<file path="config.mk">
export PLATFORM = sky130hd
export DESIGN_NAME = gain_cal_mgr
export DESIGN_NICKNAME = d
export VERILOG_FILES = /design/src/rtl/gcm_pkg.sv /design/src/rtl/gcm_gain_est.sv /design/src/rtl/gcm_trim_lut.sv /design/src/rtl/gcm_seq.sv /design/src/rtl/gain_cal_mgr.sv
export SDC_FILE = /design/constraint.sdc
export NUM_CORES = 1
export LEC_CHECK = 0
export ABC_AREA = 1
export BUFFER_PORTS_ARGS = -buffer_cell sky130_fd_sc_hd__buf_2
export CAP_MARGIN = 0
export CORE_MARGIN = 5
export CORE_UTILIZATION = 43
export CTS_BUF_LIST = sky130_fd_sc_hd__clkbuf_8 sky130_fd_sc_hd__clkbuf_16
export DETAILED_ROUTE_END_ITERATION = 12
export GPL_TIMING_DRIVEN = 0
export PLACE_DENSITY = 0.57
export SETUP_SLACK_MARGIN = 0.1
export SYNTH_ARGS = -nofsm -noshare
export SYNTH_HDL_FRONTEND = slang
export SYNTH_HIERARCHICAL = 1
export SYNTH_SLANG_ARGS = --single-unit
</file>
<file path="constraint.sdc">
create_clock -name clk_i -period 58.6 [get_ports clk_i]
set_clock_uncertainty 0.15 [all_clocks]
set_input_delay 11.72 -clock clk_i [delete_from_list [all_inputs] [get_ports clk_i]]
set_output_delay 11.72 -clock clk_i [all_outputs]
set_load 0.01 [all_outputs]
</file>
<file path="src/rtl/gcm_pkg.sv">
package gcm_pkg;
  typedef enum logic [2:0] {
    ST_IDLE, ST_SEL, ST_MIN, ST_MOUT, ST_CALC, ST_DEC, ST_DONE
  } gcm_st_e;

  typedef enum logic [1:0] {
    FLT_NONE = 2'd0,
    FLT_MEAS = 2'd1,
    FLT_DEAD = 2'd2
  } gcm_flt_e;
endpackage

</file>
<file path="src/rtl/gcm_gain_est.sv">
module gcm_gain_est #(
  parameter int DW     = 12,
  parameter int GW     = 12,
  parameter int FB_MUL = 16,
  parameter int MIN_IN = 8
) (
  input  logic          clk_i,
  input  logic          rst_ni,
  input  logic          cap_in_i,
  input  logic          cap_out_i,
  input  logic          calc_i,
  input  logic [DW-1:0] meas_i,
  output logic          in_low_o,
  output logic [GW-1:0] gain_o
);
  localparam int FBW  = $clog2(FB_MUL + 1);
  localparam int PW   = DW + FBW;
  localparam int GMAX = (1 << GW) - 1;

  logic [DW-1:0] in_q, out_q;
  logic [PW-1:0] prod, dvsr, quo;
  logic [GW-1:0] gain_q, sat;

  always_ff @(posedge clk_i or negedge rst_ni) begin
    if (!rst_ni) begin
      in_q  <= '0;
      out_q <= '0;
    end else begin
      if (cap_in_i)  in_q  <= meas_i;
      if (cap_out_i) out_q <= meas_i;
    end
  end

  assign in_low_o = in_q < DW'(MIN_IN);

  always_comb begin
    prod = PW'(out_q) * PW'(FB_MUL);
    dvsr = (in_q == '0) ? PW'(1) : PW'(in_q);
    quo  = prod / dvsr;
    sat  = (quo > PW'(GMAX)) ? GW'(GMAX) : quo[GW-1:0];
  end

  always_ff @(posedge clk_i or negedge rst_ni) begin
    if (!rst_ni)     gain_q <= '0;
    else if (calc_i) gain_q <= sat;
  end

  assign gain_o = gain_q;

  // an undersized stimulus word never reaches the estimate unflagged
  a_r10_low_flag: assert property (@(posedge clk_i) disable iff (!rst_ni)
    (cap_in_i && meas_i < DW'(MIN_IN)) |=> in_low_o);
endmodule

</file>
<file path="src/rtl/gcm_trim_lut.sv">
module gcm_trim_lut #(
  parameter int GW        = 12,
  parameter int CW        = 3,
  parameter int REF       = 160,
  parameter int TOL       = 4,
  parameter int MAX_DEV   = 48,
  parameter int IDX_SHIFT = 3,
  parameter int LUT_N     = 4,
  parameter logic [LUT_N*CW-1:0] STEP_TABLE = {3'd3, 3'd2, 3'd1, 3'd1}
) (
  input  logic [GW-1:0] gain_i,
  input  logic [CW-1:0] code_i,
  output logic          in_tol_o,
  output logic          too_far_o,
  output logic          exhaust_o,
  output logic [CW-1:0] code_nxt_o
);
  localparam int IW = (LUT_N > 1) ? $clog2(LUT_N) : 1;

  logic signed [GW:0] dev;
  logic [GW:0]        mag, idx_raw;
  logic [IW-1:0]      idx;
  logic [CW-1:0]      step;
  logic [CW:0]        up;

  always_comb begin
    dev     = $signed({1'b0, gain_i}) - $signed((GW+1)'(REF));
    mag     = dev[GW] ? (GW+1)'(-dev) : (GW+1)'(dev);
    idx_raw = mag >> IDX_SHIFT;
    idx     = (idx_raw >= (GW+1)'(LUT_N)) ? IW'(LUT_N - 1) : idx_raw[IW-1:0];
  end

  always_comb begin
    step = '0;
    for (int k = 0; k < LUT_N; k++)
      if (idx == IW'(k)) step = STEP_TABLE[k*CW +: CW];
  end

  assign in_tol_o  = mag <= (GW+1)'(TOL);
  assign too_far_o = mag > (GW+1)'(MAX_DEV);
  assign up        = {1'b0, code_i} + {1'b0, step};

  // gain high -> more bias current (code up); gain low -> code down
  always_comb begin
    if (!dev[GW]) begin
      exhaust_o  = up[CW];
      code_nxt_o = up[CW-1:0];
    end else begin
      exhaust_o  = step > code_i;
      code_nxt_o = code_i - step;
    end
  end
endmodule

</file>
<file path="src/rtl/gcm_seq.sv">
module gcm_seq
  import gcm_pkg::*;
#(
  parameter int AW         = 3,
  parameter int CW         = 3,
  parameter int MAX_PASSES = 4,
  parameter int RESET_CODE = 3,
  parameter int SAFE_CODE  = 0
) (
  input  logic          clk_i,
  input  logic          rst_ni,
  input  logic          start_i,
  input  logic [AW-1:0] amp_sel_i,
  input  logic          in_low_i,
  input  logic          in_tol_i,
  input  logic          too_far_i,
  input  logic          exhaust_i,
  input  logic [CW-1:0] code_nxt_i,
  output logic          cap_in_o,
  output logic          cap_out_o,
  output logic          calc_o,
  output logic [AW-1:0] sel_o,
  output logic          sel_vld_o,
  output logic          meas_sw_o,
  output logic [CW-1:0] trim_o,
  output logic          spare_o,
  output logic          halt_o,
  output logic          busy_o,
  output logic          done_o,
  output logic [1:0]    fault_o
);
  localparam int PCW = $clog2(MAX_PASSES + 1);

  gcm_st_e       st_q;
  gcm_flt_e      flt_q;
  logic [AW-1:0] sel_q;
  logic [CW-1:0] code_q;
  logic [PCW-1:0] pass_q;
  logic          spare_q, halt_q;
  logic          trim_ok;

  assign trim_ok = !too_far_i && !exhaust_i && (pass_q < PCW'(MAX_PASSES));

  always_ff @(posedge clk_i or negedge rst_ni) begin
    if (!rst_ni) begin
      st_q    <= ST_IDLE;
      flt_q   <= FLT_NONE;
      sel_q   <= '0;
      code_q  <= CW'(RESET_CODE);
      pass_q  <= '0;
      spare_q <= 1'b0;
      halt_q  <= 1'b0;
    end else begin
      unique case (st_q)
        ST_IDLE: if (start_i && !halt_q) begin
          sel_q  <= amp_sel_i;
          flt_q  <= FLT_NONE;
          pass_q <= '0;
          st_q   <= ST_SEL;
        end
        ST_SEL:  st_q <= ST_MIN;
        ST_MIN:  st_q <= ST_MOUT;
        ST_MOUT: st_q <= ST_CALC;
        ST_CALC: begin
          pass_q <= pass_q + PCW'(1);
          if (in_low_i) begin
            flt_q <= FLT_MEAS;
            st_q  <= ST_DONE;
          end else begin
            st_q  <= ST_DEC;
          end
        end
        ST_DEC: begin
          if (in_tol_i) begin
            st_q <= ST_DONE;
          end else if (trim_ok) begin
            code_q <= code_nxt_i;
            st_q   <= ST_SEL;
          end else if (!spare_q) begin
            spare_q <= 1'b1;
            code_q  <= CW'(RESET_CODE);
            pass_q  <= '0;
            st_q    <= ST_SEL;
          end else begin
            halt_q <= 1'b1;
            code_q <= CW'(SAFE_CODE);
            flt_q  <= FLT_DEAD;
            st_q   <= ST_DONE;
          end
        end
        ST_DONE: st_q <= ST_IDLE;
        default: st_q <= ST_IDLE;
      endcase
    end
  end

  assign cap_in_o  = st_q == ST_MIN;
  assign cap_out_o = st_q == ST_MOUT;
  assign calc_o    = st_q == ST_CALC;
  assign sel_o     = sel_q;
  assign sel_vld_o = st_q == ST_SEL;
  assign meas_sw_o = st_q == ST_MOUT;
  assign trim_o    = code_q;
  assign spare_o   = spare_q;
  assign halt_o    = halt_q;
  assign busy_o    = st_q != ST_IDLE;
  assign done_o    = st_q == ST_DONE;
  assign fault_o   = flt_q;

  a_r2_done_pulse: assert property (@(posedge clk_i) disable iff (!rst_ni)
    done_o |=> !done_o);
  a_r2_idle_holds: assert property (@(posedge clk_i) disable iff (!rst_ni)
    (!busy_o && !start_i) |=> !busy_o);
  a_r3_sel_hold: assert property (@(posedge clk_i) disable iff (!rst_ni)
    (busy_o && $past(busy_o)) |-> $stable(sel_o));
  a_r4_order: assert property (@(posedge clk_i) disable iff (!rst_ni)
    meas_sw_o |-> $past(cap_in_o));
  a_r7_reverify: assert property (@(posedge clk_i) disable iff (!rst_ni)
    (!$stable(trim_o) && !halt_o) |-> sel_vld_o);
  a_r8_spare_sticky: assert property (@(posedge clk_i) disable iff (!rst_ni)
    spare_o |=> spare_o);
  a_r8_pass_bound: assert property (@(posedge clk_i) disable iff (!rst_ni)
    pass_q <= PCW'(MAX_PASSES));
  a_r9_halt_sticky: assert property (@(posedge clk_i) disable iff (!rst_ni)
    halt_o |=> (halt_o && trim_o == CW'(SAFE_CODE) && fault_o == 2'd2));
endmodule

</file>
<file path="src/rtl/gain_cal_mgr.sv">
module gain_cal_mgr #(
  parameter int AW         = 3,
  parameter int DW         = 12,
  parameter int GW         = 12,
  parameter int CW         = 3,
  parameter int FB_MUL     = 16,
  parameter int MIN_IN     = 8,
  parameter int REF        = 160,
  parameter int TOL        = 4,
  parameter int MAX_DEV    = 48,
  parameter int MAX_PASSES = 4,
  parameter int RESET_CODE = 3,
  parameter int SAFE_CODE  = 0
) (
  input  logic          clk_i,
  input  logic          rst_ni,
  input  logic          start_i,
  input  logic [AW-1:0] amp_sel_i,
  input  logic [DW-1:0] meas_i,
  output logic [AW-1:0] sel_o,
  output logic          sel_vld_o,
  output logic          meas_sw_o,
  output logic [CW-1:0] trim_o,
  output logic          spare_o,
  output logic          halt_o,
  output logic          busy_o,
  output logic          done_o,
  output logic [1:0]    fault_o
);
  logic          cap_in, cap_out, calc, in_low;
  logic          in_tol, too_far, exhaust;
  logic [GW-1:0] gain;
  logic [CW-1:0] code_nxt;

  gcm_gain_est #(
    .DW(DW), .GW(GW), .FB_MUL(FB_MUL), .MIN_IN(MIN_IN)
  ) u_est (
    .clk_i(clk_i), .rst_ni(rst_ni),
    .cap_in_i(cap_in), .cap_out_i(cap_out), .calc_i(calc),
    .meas_i(meas_i), .in_low_o(in_low), .gain_o(gain)
  );

  gcm_trim_lut #(
    .GW(GW), .CW(CW), .REF(REF), .TOL(TOL), .MAX_DEV(MAX_DEV)
  ) u_lut (
    .gain_i(gain), .code_i(trim_o),
    .in_tol_o(in_tol), .too_far_o(too_far),
    .exhaust_o(exhaust), .code_nxt_o(code_nxt)
  );

  gcm_seq #(
    .AW(AW), .CW(CW), .MAX_PASSES(MAX_PASSES),
    .RESET_CODE(RESET_CODE), .SAFE_CODE(SAFE_CODE)
  ) u_seq (
    .clk_i(clk_i), .rst_ni(rst_ni),
    .start_i(start_i), .amp_sel_i(amp_sel_i),
    .in_low_i(in_low), .in_tol_i(in_tol), .too_far_i(too_far),
    .exhaust_i(exhaust), .code_nxt_i(code_nxt),
    .cap_in_o(cap_in), .cap_out_o(cap_out), .calc_o(calc),
    .sel_o(sel_o), .sel_vld_o(sel_vld_o), .meas_sw_o(meas_sw_o),
    .trim_o(trim_o), .spare_o(spare_o), .halt_o(halt_o),
    .busy_o(busy_o), .done_o(done_o), .fault_o(fault_o)
  );
endmodule

</file>
# == Word-level counts from Yosys, hierarchy flattened ==
# Index checks and enable logic that the tools add are counted.
# classes
n_bitwise,2
reduce_logical,17
eq_ne,15
n_addsub,5
order_cmp,7
muxes,29
n_div,1
# op_table
op,n
2-to-1 mux 3 bit,10
2-to-1 mux 12 bit,2
2-to-1 mux 2 bit,10
one-hot mux 3 bit (6 select lines),1
divider 16 x 17 -> 17 bit,1
> comparator 17 x 12 -> 1 bit (second input constant),1
> comparator 13 x 6 -> 1 bit (second input constant),1
<= comparator 13 x 3 -> 1 bit (second input constant),1
2-to-1 mux 13 bit,1
negator 13 bit,1
subtractor 12 x 8 -> 13 bit (second input constant),1
zero test 12 bit,1
less-than comparator 12 x 4 -> 1 bit (second input constant),1
greater-or-equal comparator 10 x 3 -> 1 bit (second input constant),1
== test 3 bit (second input constant),3
one-hot mux 3 bit (3 select lines),1
== test 3 x 2 -> 1 bit (second input constant),2
inequality test 2 x 1 -> 1 bit (second input constant),3
inequality test 2 bit (second input constant),3
one-hot mux 2 bit (3 select lines),1
AND reduction 6 bit,1
nonzero test 3 bit,2
AND reduction 5 bit,1
adder 3 x 2 -> 4 bit,1
other kinds (16),25
# word_totals
regBits,52
input_bits,18

# == Depth between registers and ports, before layout ==
# Gate-level depths: netlist (run 1).
# logic_depth
ltp_word,18
mapped_depth,221

# == Cells and area by module ==
# Netlist (run 1), hierarchy kept.
# by_module_without_submodules
mod,seq_area_each_um2,area_each_um2,cells_each,n_inst
gcm_gain_est,900.9,8340.5,1282,1
gcm_seq,402.9,820.8,100,1
gcm_trim_lut,0.0,754.5,131,1

# == Worst setup path after synthesis (run 1) ==
# OpenSTA, ideal clock, no wires.
# synth_timing
path_type,reg-to-reg
from,reg u_est.in_q[3]
to,"reg u_est.gain_q[0], in the netlist u_est/gain_o[0]"
path_stages_with_launch,215
arrival_ps,25758
synth_period_minus_slack_ps,26026
n_path_buf,11
required_ps,58333
path_slack_ps,32574
path_cell_list,dfrtp_1 inv_1 nand2_1 inv_1 a31oi_2 ha_1 o21ai_0 nand2_1 nand3_1 nand2_1 nand2_1 inv_1 ha_1 nand2_1 nor2_1 nand4_1 nand2_1 nand2_1 [... 179 more ...] nand3_4 buf_6 nand2_1 o21ai_1 inv_1 ha_1 nand2_1 inv_1 a221oi_1 o21ai_0 o311ai_0 nand2_1 a211oi_1 nand2_1 nor2_1 nand4_1 nor2_1 nor2_1
# synth_between
elab_chain_cells,5
# synth_rtl
element,line_no,source
start: declaration,gcm_gain_est.sv:20,"logic [DW-1:0] in_q, out_q;"
start signal: assignment,gcm_gain_est.sv:29,if (cap_in_i) in_q <= meas_i;
zero test 12 bit,gcm_gain_est.sv:38,dvsr = (in_q == '0) ? PW'(1) : PW'(in_q);
2-to-1 mux 12 bit *,gcm_gain_est.sv:38,
divider 16 x 17 -> 17 bit *,gcm_gain_est.sv:39,quo = prod / dvsr;
> comparator 17 x 12 -> 1 bit,gcm_gain_est.sv:40,sat = (quo > PW'(GMAX)) ? GW'(GMAX) : quo[GW-1:0];
2-to-1 mux 12 bit *,gcm_gain_est.sv:40,
end signal: assignment,gcm_gain_est.sv:45,else if (calc_i) gain_q <= sat;
end: declaration,gcm_gain_est.sv:22,"logic [GW-1:0] gain_q, sat;"
# Every way passes the cells marked *; elsewhere a longest branch is shown, timed or not.
# A chain may end at the register's enable or synchronous reset.

# == Final worst setup path (run 1) ==
# layout_timing
from,reg u_est.in_q[4]
to,"reg u_est.gain_q[0], in the netlist u_est/gain_o[0]"
# Same word-level chain as after synthesis.

==> results.cfg, run 1 <==
[outcome]
outcome = finished clean

[worst_setup_path]
cp.required_ps = 58630
cp-end-kind = register
cpMostUsedCell = nand2_1
cp.arrival_ps = 31230
setup.worst_path.class = register to register
cp-startpoint = u_est/in_q[4]$_DFFE_PN0P_
path_max_fanout = 23
crit_path_max_incr_delay_ps = 710
slowest_stage = inv_1
worstSetupStartpointType = register
worstReg2RegStart = u_est/in_q[4]$_DFFE_PN0P_

[sta]
min_period_ps = 31200
fmax_ghz = 0.0321
setup_violations = 0
drv_slew = 0
max_slew_margin_pct = 30.0
finalCritPeriodShare_pct = 53.2
worst_slew_pin_slew_ps = 1050
rsz0062_at_grt = false
hold_viol = 0
final.setup.tns_ps = 0

[synthesis]
synth.avg_cell_area_um2 = 6.55
yosysSeqAreaShare_pct = 13.1
netlist_area_um2 = 9920
synthCells = 1513
synth_edf_count = 0
synth.net_count = 1677
ys_async_sr_fraction_pct = 100
synth-main-ff-cell = dfrtp_1
yosysUniqueCellTypes = 61
synth_seq_cells = 52
ys_warn_count = 6

[drt]
via_per_inst = 5.14
drtIter0Drc = 374
drt_pass1_iterations = 5
routedWlPerCell_um = 13.7
vias = 9448
drcViolationCount = 0
totalWireLength_mm = 25.2
antenna_left = 0

[min_path]
hp-start = u_seq/fault_o[0]$_DFFE_PN0P_
hp-class = register to register

[floorplanning]
initial_core_util_pct = 43.8
die-area_um2 = 26200
die_h_um = 162
io_pins = 32
core_area_um2 = 22600
num_rows = 55
die_w_um = 162

[clock_network]
hold_buffers = 0
cts_tree = yes
htreeDepth = 2
cts_root_buf = clkbuf_16
clkSinkCount = 52
cts_buffers = 5
post-cts-setup-buffers = 0
cts.path.max_buffers = 2
path_clk_slew_ps = 70
clock_latency_ps = 290
cts-resized-gates = 0

[cells_and_area]
synthToLayoutAreaGrowth_pct = 6.81
fin_util_pct = 46.8
final_cell_mix = nand2_1 (395), inv_1 (170), ha_1 (143)
layout.cells.non_filler = 1837
drive_gt1_share_pct = 13.3
final_common_cell = nand2_1
nets = 1715
diodes = 0

[place]
place_inst = 1829
dpl.hpwl_mm = 20.4
gp_congestion = 0.887
port_buffers = 31

[global_routing]
first_global_vias = 8894
grt_max_degree = 53
grt_overflow = 0
grt_use_total_pct = 19.2
antenna_found_initial = 0
grt_pass1_wl_mm = 42.6

[run]
max-cap-violations = 0
[routing by layer]
layer	share of wire (%)	track usage [%]	up-vias	routed length (µm)
li1	-	-	5080	-
met3	2.4	1.32	12	614
met4	0.77	1.69	0	195
met2	46	33.9	112	11600
met1	51	26.9	4244	12800
met5	0	0	-	0
[metrics by stage]
| step | hold slack [ps] | worst slack [ps] | area (µm²) |
|---|---|---|---|
| 2_1_floorplan | 296 | 32570 | 9920 |
| 3_3_place_gp | 300 | 27310 | 10400 |
| 3_5_place_dp | 307 | 27350 | 10400 |
| 4_1_cts | 325 | 27250 | 10600 |
| 5_1_grt | 341 | 23680 | 10600 |
| 6_report | 321 | 27400 | 10600 |
[final timing paths]
path | to | cells after the start | slack (ps)
max | u_est/gain_o[0]$_DFFE_PN0P_ | 208 | 27400
min | u_seq/fault_o[0]$_DFFE_PN0P_ | 2 | 320
max reg2reg | u_est/gain_o[0]$_DFFE_PN0P_ | 208 | 27400
min reg2reg | u_seq/fault_o[0]$_DFFE_PN0P_ | 2 | 320
max in group asynchronous | u_est/gain_o[2]$_DFFE_PN0P_ | 1 | 46530
min in group asynchronous | u_seq/halt_o$_DFFE_PN0P_ | 1 | 11310
[logic make-up after synthesis]
kind of cell / share of synthesized area [%]
compound gates: 15.1
xor+xnor: 7.94
fa+ha+maj: 18.6
buf+inv: 9.12
flops: 13.1
mux: 1.02
other cells: 0.0378
simple gates: 35.0
[state kept, by name, indices dropped and copies added, names as in the netlist]
name / flops
u_est/in_q: 12
u_seq/sel_o: 3
u_est/gain_o: 12
u_seq/st_q: 3
u_est/out_q: 12
u_seq/trim_o: 3
u_seq/spare_o: 1
u_seq/fault_o: 2
u_seq/halt_o: 1
u_seq/pass_q: 3
[critical path: cells and delay by family, from the launching register on]
family                     cells  cell delay [ps]
and+or+nand+nor              112            10520
AOI/OAI and AO/OA             50             9450
buffers and inverters         30             5340
adders and majority gates     16             5160
DFF                            1              410
[synth_stat cells (7+ instances only)]
master	n	area [µm²]
nor2_2	12	75.1
a21oi_1	73	365
o21ai_0	112	561
mux2_2	9	101
clkbuf_1	22	82.6
nor2_4	11	124
nand4_1	18	113
inv_2	26	97.6
ha_1	143	1790
nand2_1	395	1480
or2_2	13	81.3
nand2_2	38	238
nand3b_1	7	52.6
dfrtp_1	50	1250
nor3_1	15	75.1
a21o_1	8	60.1
xnor2_1	51	447
nor2_1	84	315
a31oi_1	13	81.3
nand3_1	80	400
inv_1	170	638
nand3_2	17	170
o21ai_1	20	100
xor2_1	37	324
nand2_4	11	124
[layout make-up]
| type | count | area, µm² |
|---|---|---|
| Inverter | 197 | 742 |
| Tap cell | 285 | 357 |
| Multi-Input combinational cell | 1233 | 7720 |
| Clock buffer | 6 | 139 |
| Sequential cell | 52 | 1300 |
| Timing Repair Buffer | 31 | 158 |
| Buffer | 31 | 163 |
| Fill cell | 2401 | 12000 |
| Clock inverter | 2 | 13.8 |
Power of run 1 is not shown: default switching activity piles up to over one toggle a cycle in this logic, so the estimate is an artifact.
==> run 2, diff against run 1 <==
- ABC_AREA: 1 -> 0
- PLACE_DENSITY: 0.57 -> 0.59
- clock period: 58.6 -> 28 ns (I/O delays scaled with it)
==> results.cfg, run 2 <==
[cells_and_area]
drive_gt1_share_pct = 35.6
nets = 1648
synthToLayoutAreaGrowth_pct = 37.0
fin_util_pct = 59.9
diodes = 0
final_common_cell = buf_4
final_area_um2 = 13600
layout.cells.non_filler = 1770
final_cell_mix = buf_4 (166), nand2_1 (102), ha_1 (97)

[floorplanning]
die_h_um = 162
num_rows = 55
initial_core_util_pct = 43.7
core_area_um2 = 22700
die_w_um = 162
io_pins = 32
die-area_um2 = 26200

[drt]
routedWlPerCell_um = 17.8
via_per_inst = 5.88
drt_pass1_iterations = 5
antenna_left = 0
totalWireLength_mm = 31.6
drcViolationCount = 0
drtIter0Drc = 603
vias = 10400

[worst_setup_path]
path_max_fanout = 8
cp.required_ps = 28000
cp.arrival_ps = 27800
slowest_stage = or4_4
worstSetupStartpointType = register
cpMostUsedCell = ha_4
crit_path_max_incr_delay_ps = 520
rrSetupSlack_ps = 210
cp-end-kind = register
setup.worst_path.class = register to register

[synthesis]
synth_edf_count = 0
synth_top_area_share_pct = 18.0
yosysTopAreaCell = ha_1
yosysUniqueCellTypes = 102
ys_warn_count = 6
netlist_top_cells_count = ha_1 (143), nand2_1 (113), nor2_1 (105)
synth_most_common_cell = ha_1
netlist_area_um2 = 9930
synthCells = 1269
synth.avg_cell_area_um2 = 7.82
synth_area_leaders = ha_1 (18%), dfrtp_1 (13%), mux2_2 (6.6%)
synth-main-ff-cell = dfrtp_1
synth.net_count = 1433
synth_seq_cells = 52
ys_async_sr_fraction_pct = 100
yosysSeqAreaShare_pct = 13.1

[clock_network]
cts_root_buf = clkbuf_16
cts.path.max_buffers = 2
clkSinkCount = 52
hold_buffers = 0
cts_buffers = 5
path_clk_slew_ps = 80
cts_tree = yes
htreeDepth = 2
clock_latency_ps = 300

[place]
port_buffers = 31
place_inst = 1585
gp_congestion = 0.896
place_area_um2 = 10600
dpl.hpwl_mm = 21.8

[sta]
fmax_ghz = 0.0360
finalCritPeriodShare_pct = 99.3
rsz0062_at_grt = true
hold_viol = 0
setup_violations = 0
drv_slew = 0
worst_slew_pin_slew_ps = 1270
min_period_ps = 27790
max_slew_margin_pct = 15.1

[global_routing]
first_global_vias = 9726
antenna_found_initial = 0
grt_pass1_wl_mm = 48.6
grt_overflow = 0
grt_use_total_pct = 22.1
grt_max_degree = 53

[outcome]
outcome = finished clean

[min_path]
hp-class = register to register

[run]
max-cap-violations = 0
==> run 2: area by class of cell <==
cell class / count / area [µm²]
fillers: 1974 / 9110
repair buffers: 206 / 1530
repair inverters: 1 / 5.00
multi-input cells: 1128 / 9750
inverters: 53 / 205
clock inverters: 3 / 27.5
well taps: 285 / 357
plain buffers: 37 / 288
flip-flops and latches: 52 / 1310
clock buffers: 5 / 125
==> run 2: logic make-up after synthesis <==
kind of cell,Yosys count,share of synthesized area (%)
DFF,52,13.1
xor gates and xnor gates,81,7.22
AOI/OAI and AO/OA,409,27.6
other,1,0.0378
muxes,76,8.71
buffers and inverters,90,3.73
adders and majority gates,146,18.6
and+or+nand+nor,414,21.0
==> run 2: timing repair <==
item,CTS,global route
pin swaps,65,144
gates cloned,2,1
gates resized for setup,136,156
endpoints found under the setup margin,3,1
setup buffers,86,88
==> run 2: routing by layer <==
| layer | GRT usage (%) | vias up | part of all wire [%] |
|---|---|---|---|
| met5 | 0 | - | 0 |
| met1 | 30.0 | 4978 | 46 |
| met2 | 38.4 | 209 | 48 |
| met4 | 4.54 | 0 | 1.4 |
| li1 | - | 5186 | - |
| met3 | 2.16 | 36 | 3.8 |
==> run 2: stage by stage <==
stage	hold WS [ps]	setup WS, ps	TNS, ps
after global placement	334	-5410	-8830
after global routing	375	-789	-789
after detailed placement	342	-5480	-9000
after CTS	364	102	0
after floorplan	320	101	0
final	362	210	0
==> run 2: worst max-delay path, delay by kind of cell, from the launching register on <==
kind	cells	cell delay (ps)
compound gates	70	12890
mux	4	1240
flops	1	430
buf+inv	15	2180
fa+ha+maj	16	4470
simple gates	38	6240
==> run 2: final timing paths <==
| check | from | end | cells past startpoint |
|---|---|---|---|
| setup / recovery | u_est/in_q[9]$_DFFE_PN0P_ | u_est/gain_o[0]$_DFFE_PN0P_ | 143 |
| hold / removal | u_seq/sel_o[2]$_DFFE_PN0P_ | u_seq/sel_o[2]$_DFFE_PN0P_ | 1 |
| setup reg to reg | u_est/in_q[9]$_DFFE_PN0P_ | u_est/gain_o[0]$_DFFE_PN0P_ | 143 |
| hold reg to reg | u_seq/sel_o[2]$_DFFE_PN0P_ | u_seq/sel_o[2]$_DFFE_PN0P_ | 1 |
| max in group asynchronous | rst_ni | u_est/in_q[1]$_DFFE_PN0P_ | 1 |
| min in group asynchronous | rst_ni | u_est/out_q[8]$_DFFE_PN0P_ | 1 |
Power of run 2 is left out for the same reason.
